===== src/rtl/mgmt_pkg.sv =====
package mgmt_pkg;
  localparam int HOST_DW   = 32;
  localparam int PHY_DW    = 16;
  localparam int CTL_W     = 7;
  localparam int REG_N     = 32;
  localparam int REG_AW    = $clog2(REG_N);

  localparam logic [1:0] SEL_CTL  = 2'd0;
  localparam logic [1:0] SEL_CMD  = 2'd1;
  localparam logic [1:0] SEL_WDAT = 2'd2;
  localparam logic [1:0] SEL_RDAT = 2'd3;

  localparam logic [1:0] OP_WRITE = 2'd1;
  localparam logic [1:0] OP_READ  = 2'd2;

  localparam logic [PHY_DW-1:0] SCRUB_MASK = 16'h8200;
  localparam logic [PHY_DW-1:0] NO_DEVICE  = 16'hFFFF;

  typedef struct packed {
    logic [4:0] phy;
    logic [4:0] reg_n;
    logic [1:0] op;
    logic       go;
  } mgmt_cmd_t;

  function automatic mgmt_cmd_t decode_cmd(input logic [HOST_DW-1:0] w);
    mgmt_cmd_t c;
    c.phy   = w[28:24];
    c.reg_n = w[20:16];
    c.op    = w[15:14];
    c.go    = w[11];
    return c;
  endfunction

  function automatic logic [PHY_DW-1:0] reset_word(input int idx);
    case (idx)
      0:       return 16'h3100;
      2:       return 16'h0300;
      3:       return 16'hE400;
      4:       return 16'h01E1;
      default: return 16'h0000;
    endcase
  endfunction

  function automatic logic [PHY_DW-1:0] status_word(input logic link);
    return link ? 16'h782E : 16'h0000;
  endfunction

  function automatic logic [PHY_DW-1:0] partner_word(input logic [PHY_DW-1:0] adv);
    return 16'h4000 | (adv & 16'h01E0) | 16'h0001;
  endfunction

  function automatic logic [PHY_DW-1:0] diag_word(input logic link,
                                                  input logic [PHY_DW-1:0] adv);
    logic fast;
    logic full;
    fast = adv[7] | adv[8];
    full = adv[8] | adv[6];
    if (!link) return 16'h0000;
    return {4'b0, full, fast, 10'b0};
  endfunction
endpackage


===== src/rtl/mgmt_phy_model.sv =====
module mgmt_phy_model
  import mgmt_pkg::*;
#(
  parameter int NREG = REG_N,
  parameter int DW   = PHY_DW,
  localparam int AW  = $clog2(NREG)
) (
  input  logic          clk,
  input  logic          rst_n,
  input  logic          link_up,
  input  logic          wr_en,
  input  logic [AW-1:0] idx,
  input  logic [DW-1:0] wr_data,
  output logic [DW-1:0] rd_data,
  output logic [DW-1:0] ctrl_word
);
  logic [NREG*DW-1:0] flat;

  for (genvar i = 0; i < NREG; i++) begin : g_reg
    logic [DW-1:0] q;
    if (i == 0) begin : g_ctrl
      always_ff @(posedge clk or negedge rst_n) begin
        if (!rst_n)
          q <= reset_word(i);
        else if (wr_en)
          q <= ((idx == AW'(0)) ? wr_data : q) & ~SCRUB_MASK;
      end
    end else begin : g_plain
      always_ff @(posedge clk or negedge rst_n) begin
        if (!rst_n)
          q <= reset_word(i);
        else if (wr_en && idx == AW'(i))
          q <= wr_data;
      end
    end
    assign flat[i*DW +: DW] = q;
  end

  logic [DW-1:0] adv;
  assign adv       = flat[4*DW +: DW];
  assign ctrl_word = flat[0 +: DW];

  always_comb begin
    case (idx)
      AW'(1):  rd_data = status_word(link_up);
      AW'(5):  rd_data = partner_word(adv);
      AW'(17): rd_data = 16'h8000;
      AW'(18): rd_data = diag_word(link_up, adv);
      default: rd_data = flat[idx*DW +: DW];
    endcase
  end
endmodule


===== src/rtl/mgmt_host_regs.sv =====
module mgmt_host_regs
  import mgmt_pkg::*;
#(
  parameter int PHY_ADDR = 7,
  parameter int DW       = HOST_DW,
  parameter int PDW      = PHY_DW,
  parameter int AW       = REG_AW
) (
  input  logic           clk,
  input  logic           rst_n,
  input  logic           host_wr,
  input  logic [1:0]     host_sel,
  input  logic [DW-1:0]  host_wdata,
  input  logic [1:0]     host_rsel,
  output logic [DW-1:0]  host_rdata,
  output logic           acc_done,
  input  logic [PDW-1:0] phy_rdata,
  output logic           phy_wr_stb,
  output logic           phy_rd_stb,
  output logic           rd_req,
  output logic [AW-1:0]  phy_idx,
  output logic [PDW-1:0] phy_wdata,
  output logic [DW-1:0]  rdat_q
);
  logic [CTL_W-1:0] ctl_q;
  logic [DW-1:0]    cmd_q;
  logic [DW-1:0]    wdat_q;
  logic             done_q;

  mgmt_cmd_t cmd_now;
  logic      cmd_wr;
  logic      cmd_start;
  logic      wr_req;
  logic      addr_hit;

  assign cmd_now   = decode_cmd(host_wdata);
  assign cmd_wr    = host_wr && host_sel == SEL_CMD;
  assign cmd_start = cmd_wr && cmd_now.go &&
                     (cmd_now.op == OP_WRITE || cmd_now.op == OP_READ);
  assign wr_req    = cmd_start && cmd_now.op == OP_WRITE;
  assign rd_req    = cmd_start && cmd_now.op == OP_READ;
  assign addr_hit  = cmd_now.phy == 5'(PHY_ADDR);
  assign phy_wr_stb = wr_req && addr_hit;
  assign phy_rd_stb = rd_req && addr_hit;
  assign phy_idx   = AW'(cmd_now.reg_n);
  assign phy_wdata = wdat_q[PDW-1:0];

  always_ff @(posedge clk or negedge rst_n) begin
    if (!rst_n) begin
      ctl_q  <= '0;
      cmd_q  <= '0;
      wdat_q <= '0;
      rdat_q <= '0;
      done_q <= 1'b0;
    end else begin
      done_q <= cmd_start;
      if (host_wr) begin
        case (host_sel)
          SEL_CTL:  ctl_q  <= host_wdata[CTL_W-1:0];
          SEL_CMD:  cmd_q  <= host_wdata;
          SEL_WDAT: wdat_q <= host_wdata;
          default:  rdat_q <= host_wdata;
        endcase
      end
      if (rd_req)
        rdat_q <= DW'(addr_hit ? phy_rdata : NO_DEVICE);
    end
  end

  assign acc_done = done_q;

  always_comb begin
    case (host_rsel)
      SEL_CTL:  host_rdata = DW'(ctl_q);
      SEL_CMD:  host_rdata = cmd_q | DW'(32'h80);
      SEL_WDAT: host_rdata = wdat_q;
      default:  host_rdata = rdat_q;
    endcase
  end
endmodule


===== src/rtl/mgmt_cmd_unit.sv =====
module mgmt_cmd_unit
  import mgmt_pkg::*;
#(
  parameter int PHY_ADDR = 7
) (
  input  logic        clk,
  input  logic        rst_n,
  input  logic        link_up,
  input  logic        host_wr,
  input  logic [1:0]  host_sel,
  input  logic [31:0] host_wdata,
  input  logic [1:0]  host_rsel,
  output logic [31:0] host_rdata,
  output logic        acc_done
);
  logic              phy_wr_stb;
  logic              phy_rd_stb;
  logic              rd_req;
  logic [REG_AW-1:0] phy_idx;
  logic [PHY_DW-1:0] phy_wdata;
  logic [PHY_DW-1:0] phy_rdata;
  logic [PHY_DW-1:0] phy_reg0;
  logic [31:0]       rdat_q;

  mgmt_host_regs #(.PHY_ADDR(PHY_ADDR)) u_regs (
    .clk        (clk),
    .rst_n      (rst_n),
    .host_wr    (host_wr),
    .host_sel   (host_sel),
    .host_wdata (host_wdata),
    .host_rsel  (host_rsel),
    .host_rdata (host_rdata),
    .acc_done   (acc_done),
    .phy_rdata  (phy_rdata),
    .phy_wr_stb (phy_wr_stb),
    .phy_rd_stb (phy_rd_stb),
    .rd_req     (rd_req),
    .phy_idx    (phy_idx),
    .phy_wdata  (phy_wdata),
    .rdat_q     (rdat_q)
  );

  mgmt_phy_model u_phy (
    .clk       (clk),
    .rst_n     (rst_n),
    .link_up   (link_up),
    .wr_en     (phy_wr_stb),
    .idx       (phy_idx),
    .wr_data   (phy_wdata),
    .rd_data   (phy_rdata),
    .ctrl_word (phy_reg0)
  );
endmodule


===== config.mk =====
export PLATFORM = sky130hd
export DESIGN_NAME = mgmt_cmd_unit
export DESIGN_NICKNAME = d
export VERILOG_FILES = /design/src/rtl/mgmt_pkg.sv /design/src/rtl/mgmt_phy_model.sv /design/src/rtl/mgmt_host_regs.sv /design/src/rtl/mgmt_cmd_unit.sv
export SDC_FILE = /design/constraint.sdc
export NUM_CORES = 1
export LEC_CHECK = 0
export ABC_AREA = 1
export CAP_MARGIN = 20
export CORE_MARGIN = 2
export CORE_UTILIZATION = 64
export DETAILED_ROUTE_END_ITERATION = 10
export DONT_BUFFER_PORTS = 1
export HOLD_SLACK_MARGIN = 0.03
export PLACE_DENSITY = 0.8
export SLEW_MARGIN = 30
export SYNTH_ARGS = -nofsm -noshare
export SYNTH_HDL_FRONTEND = slang
export SYNTH_SLANG_ARGS = --single-unit

===== constraint.sdc =====
create_clock -name clk -period 2.15 [get_ports clk]
set_clock_uncertainty 0.15 [all_clocks]
set_input_delay 0.5375 -clock clk [delete_from_list [all_inputs] [get_ports clk]]
set_output_delay 0.5375 -clock clk [all_outputs]
set_load 0.02 [all_outputs]

==> flow_metrics.py <==
metrics = {
    "cells_and_area": {
        "drive_gt1_frac": 0.117,
        "design_area_um2": 33200,
        "register_area_um2": 15400,
        "final_core_util": 0.750,
        "diodes": 0,
        "layout.nets": 3736,
        "fillers": 3021,
        "areaGrowthSynthToFinish_pct": 15.5,
        "multi_input_area_um2": 12000,
    },
    "routing": {
        "drt_wl_total_um": 85100,
        "wl_per_cell_um": 19.6,
        "drc": 0,
        "route.vias.total": 26077,
        "drtPass1Iterations": 7,
        "vias_per_cell": 6.01,
        "first_iter_violations": 3515,
        "drtAntennaViolNets": 0,
    },
    "global_routing": {
        "antenna_found_initial": 1,
        "grt_pass1_vias": 25161,
        "use_met3": 0.0714,
        "busiest_layer": "met2",
        "grt_use_met2": 0.566,
        "overflow": 0,
        "grtUsageMet1": 0.489,
        "grt_max_degree": 614,
        "grt_use_total": 0.363,
        "grt_pass1_wl_um": 134000,
    },
    "cts": {
        "cts_tree": "built",
        "clkTransAtPathRegs_ps": 70,
        "clock_sinks": 613,
        "cts.htree.levels": 2,
        "clkLatencyLatePin_ps": 640,
        "ctsHoldBuffers": 28,
        "cts_root_buffer": "clkbuf_16",
        "numCtsBuffers": 61,
        "clockBufferDepth": 3,
    },
    "yosys": {
        "postSynthAreaPerCell_um2": 7.85,
        "synthAdderAreaFrac": 0.000870,
        "synth_top_cell_by_area": "dfrtp_1",
        "synthCells": 3667,
        "synth_compound_area_frac": 0.127,
        "ys_types": 31,
        "synthXorXnorAreaFrac": 0,
        "syn_nets": 3709,
        "seq_area_frac_synth": 0.534,
        "synth-seq-cells": 613,
        "yosys.area.top_type_share": 0.521,
        "synth_area_um2": 28800,
        "synth_top_family_by_area": "simple AND/OR/NAND/NOR gates",
        "synth_warnings": 0,
        "synth_area_leaders": "dfrtp_1 (52%), nand2_1 (23%), o21ai_1 (8.0%), buf_2 (2.1%), nand4_4 (2.0%)",
        "synthSimpleGateAreaFrac": 0.285,
        "muxShareOfSynthArea": 0,
    },
    "worst_setup_path": {
        "crit_arrival_ps": 1570,
        "r2r-start": "u_phy.g_reg[3].q[9]",
        "rrSetupSlack_ps": 290,
        "path_class": "reg -> out",
        "cp.required_ps": 1460,
        "rr_worst_depth": 9,
        "startpoint_type": "register",
        "r2r-end": "u_regs.rdat_q[9]",
        "path_max_fanout": 2,
        "end_kind": "output port",
        "critPathLaunch": "u_regs.wdat_q[9]",
    },
    "die": {
        "core_um2": 44300,
        "die_h_um": 216,
        "ios": 73,
        "rows": 77,
        "dieArea_um2": 46700,
        "die_w_um": 216,
        "floorplan.initialDensity": 0.649,
    },
    "timing": {
        "maxSlewViolCount": 437,
        "period_needed_ps": 2250,
        "fin_crit_sh": 1.05,
        "timing.final.ws_setup_ps": -104,
        "rsz0062_at_grt": "true",
        "tightest_slew_ps": 3150,
        "fin_tns_setup_ps": -4460,
        "fmax_ghz": 0.444,
        "slew_headroom": -1.10,
        "hold_viol_final": 294,
        "timing.hold.ws_ps": -541,
        "setup_viol": 90,
    },
    "power_and_ir_drop": {
        "power_w": 0.0254,
        "vdd_drop_max_mv": 0.844,
        "pwr_density_cell_nw_per_um2": 764,
        "total_leakage_power_nw": 16.4,
    },
    "placement": {
        "dpl.hpwl_um": 48400,
        "portBuffers": 0,
        "place_area_um2": 30500,
        "gp_congestion": 0.928,
    },
    "status": {
        "violations": "negative hold slack, max-slew violations, negative setup slack",
        "status": "finished with violations",
    },
    "min_path": {
        "hold_path_class": "in -> async",
    },
    "run": {
        "maxCapViolations": 0,
    },
}
## cells by family (layout without fill, tap and decap cells)
logic type,count (synthesis),after routing
AO/OA/AOI/OAI,680,680
adder cells (fa/ha/maj),2,2
buffers and inverters,357,435
flip-flops,613,613
AND/OR/NAND/NOR,2015,2015
## state kept, by name, indices dropped and copies added, names as in the netlist
| register | flops |
|---|---|
| u_phy.g.q | 480 |
| u_regs.rdat_q | 32 |
| u_phy.adv | 16 |
| u_regs.acc_done | 1 |
| u_regs.wdat_q | 32 |
| u_phy.ctrl_word | 14 |
| u_regs.ctl_q | 7 |
| u_regs.cmd_q | 31 |
## metal layers
layer | routed length (um) | vias up
li1 | - | 11760
met1 | 32500 | 12432
met2 | 39600 | 1576
met3 | 8700 | 307
met4 | 4310 | 2
met5 | 13 | -
## layout by cell type, fill, tap and decap left out, drive strengths merged
cell type     count
o221ai            2
o22ai            16
inv              81
dfstp            14
o21ai           594
ha                2
nor3              4
o211ai           23
dlymetal6s4s      3
nand4            30
dlygate4sd3      25
nand2          1793
o2111ai           7
nand3            72
dfrtp           599
a21oi            38
bufinv            4
clkinv           19
nor2            116
buf             204
clkbuf           99
## cell type report
class / count / share of cell area
Sequential cell: 613 / 0.462
Clock inverter: 20 / 0.00647
Multi-Input combinational cell: 2697 / 0.360
Tap cell: 592 / 0.0223
Timing Repair Buffer: 237 / 0.0847
Inverter: 84 / 0.00967
Clock buffer: 94 / 0.0545
## worst max-delay path by stage
stage                                  end
after floorplan             host_rdata[11]
after global placement    u_regs.rdat_q[4]
after detailed placement  u_regs.rdat_q[4]
after CTS                   host_rdata[12]
after global routing         host_rdata[8]
final                        host_rdata[9]
## per-stage QoR
step,setup WS [ps],cells,hold slack (ps)
finish,-104,4337,-541
global route,-139,4337,-557
CTS,-82.0,4314,-545
detailed placement,-217,4160,118
global placement,-201,4160,121
floorplan,-5.22,3667,91.9
## worst max-delay path, cell delays in order, from the launching register on
cell	delay [ps]
dfrtp_1	380
inv_2	60
o211ai_1	480
## synthesized netlist by cell type (all sizes together)
master,n
nand2,1793
dfrtp,599
o21ai,594
buf,140
clkbuf,133
nor2,116
inv,82
nand3,72
a21oi,38
nand4,30
o211ai,23
o22ai,16
dfstp,14
o2111ai,7
nor3,4
clkinv,2
ha,2
o221ai,2
## repair_timing
action,4_1_cts,5_1_grt
endpoints found under the hold margin,682,602
setup endpoints to repair,14,306
resized for setup,9,28
setup buffers,12,18
cloned,0,5
pin swaps,13,17
## power breakdown
group / leakage, nW / total, W / switching [W] / internal (W)
registers: 8.36 / 0.0121 / 0.000200 / 0.0119
logic: 7.03 / 0.00251 / 0.00178 / 0.000727
clock network: 1.01 / 0.0108 / 0.00458 / 0.00626
total: 16.4 / 0.0254 / 0.00657 / 0.0188
(Power assumes the default switching activity.)
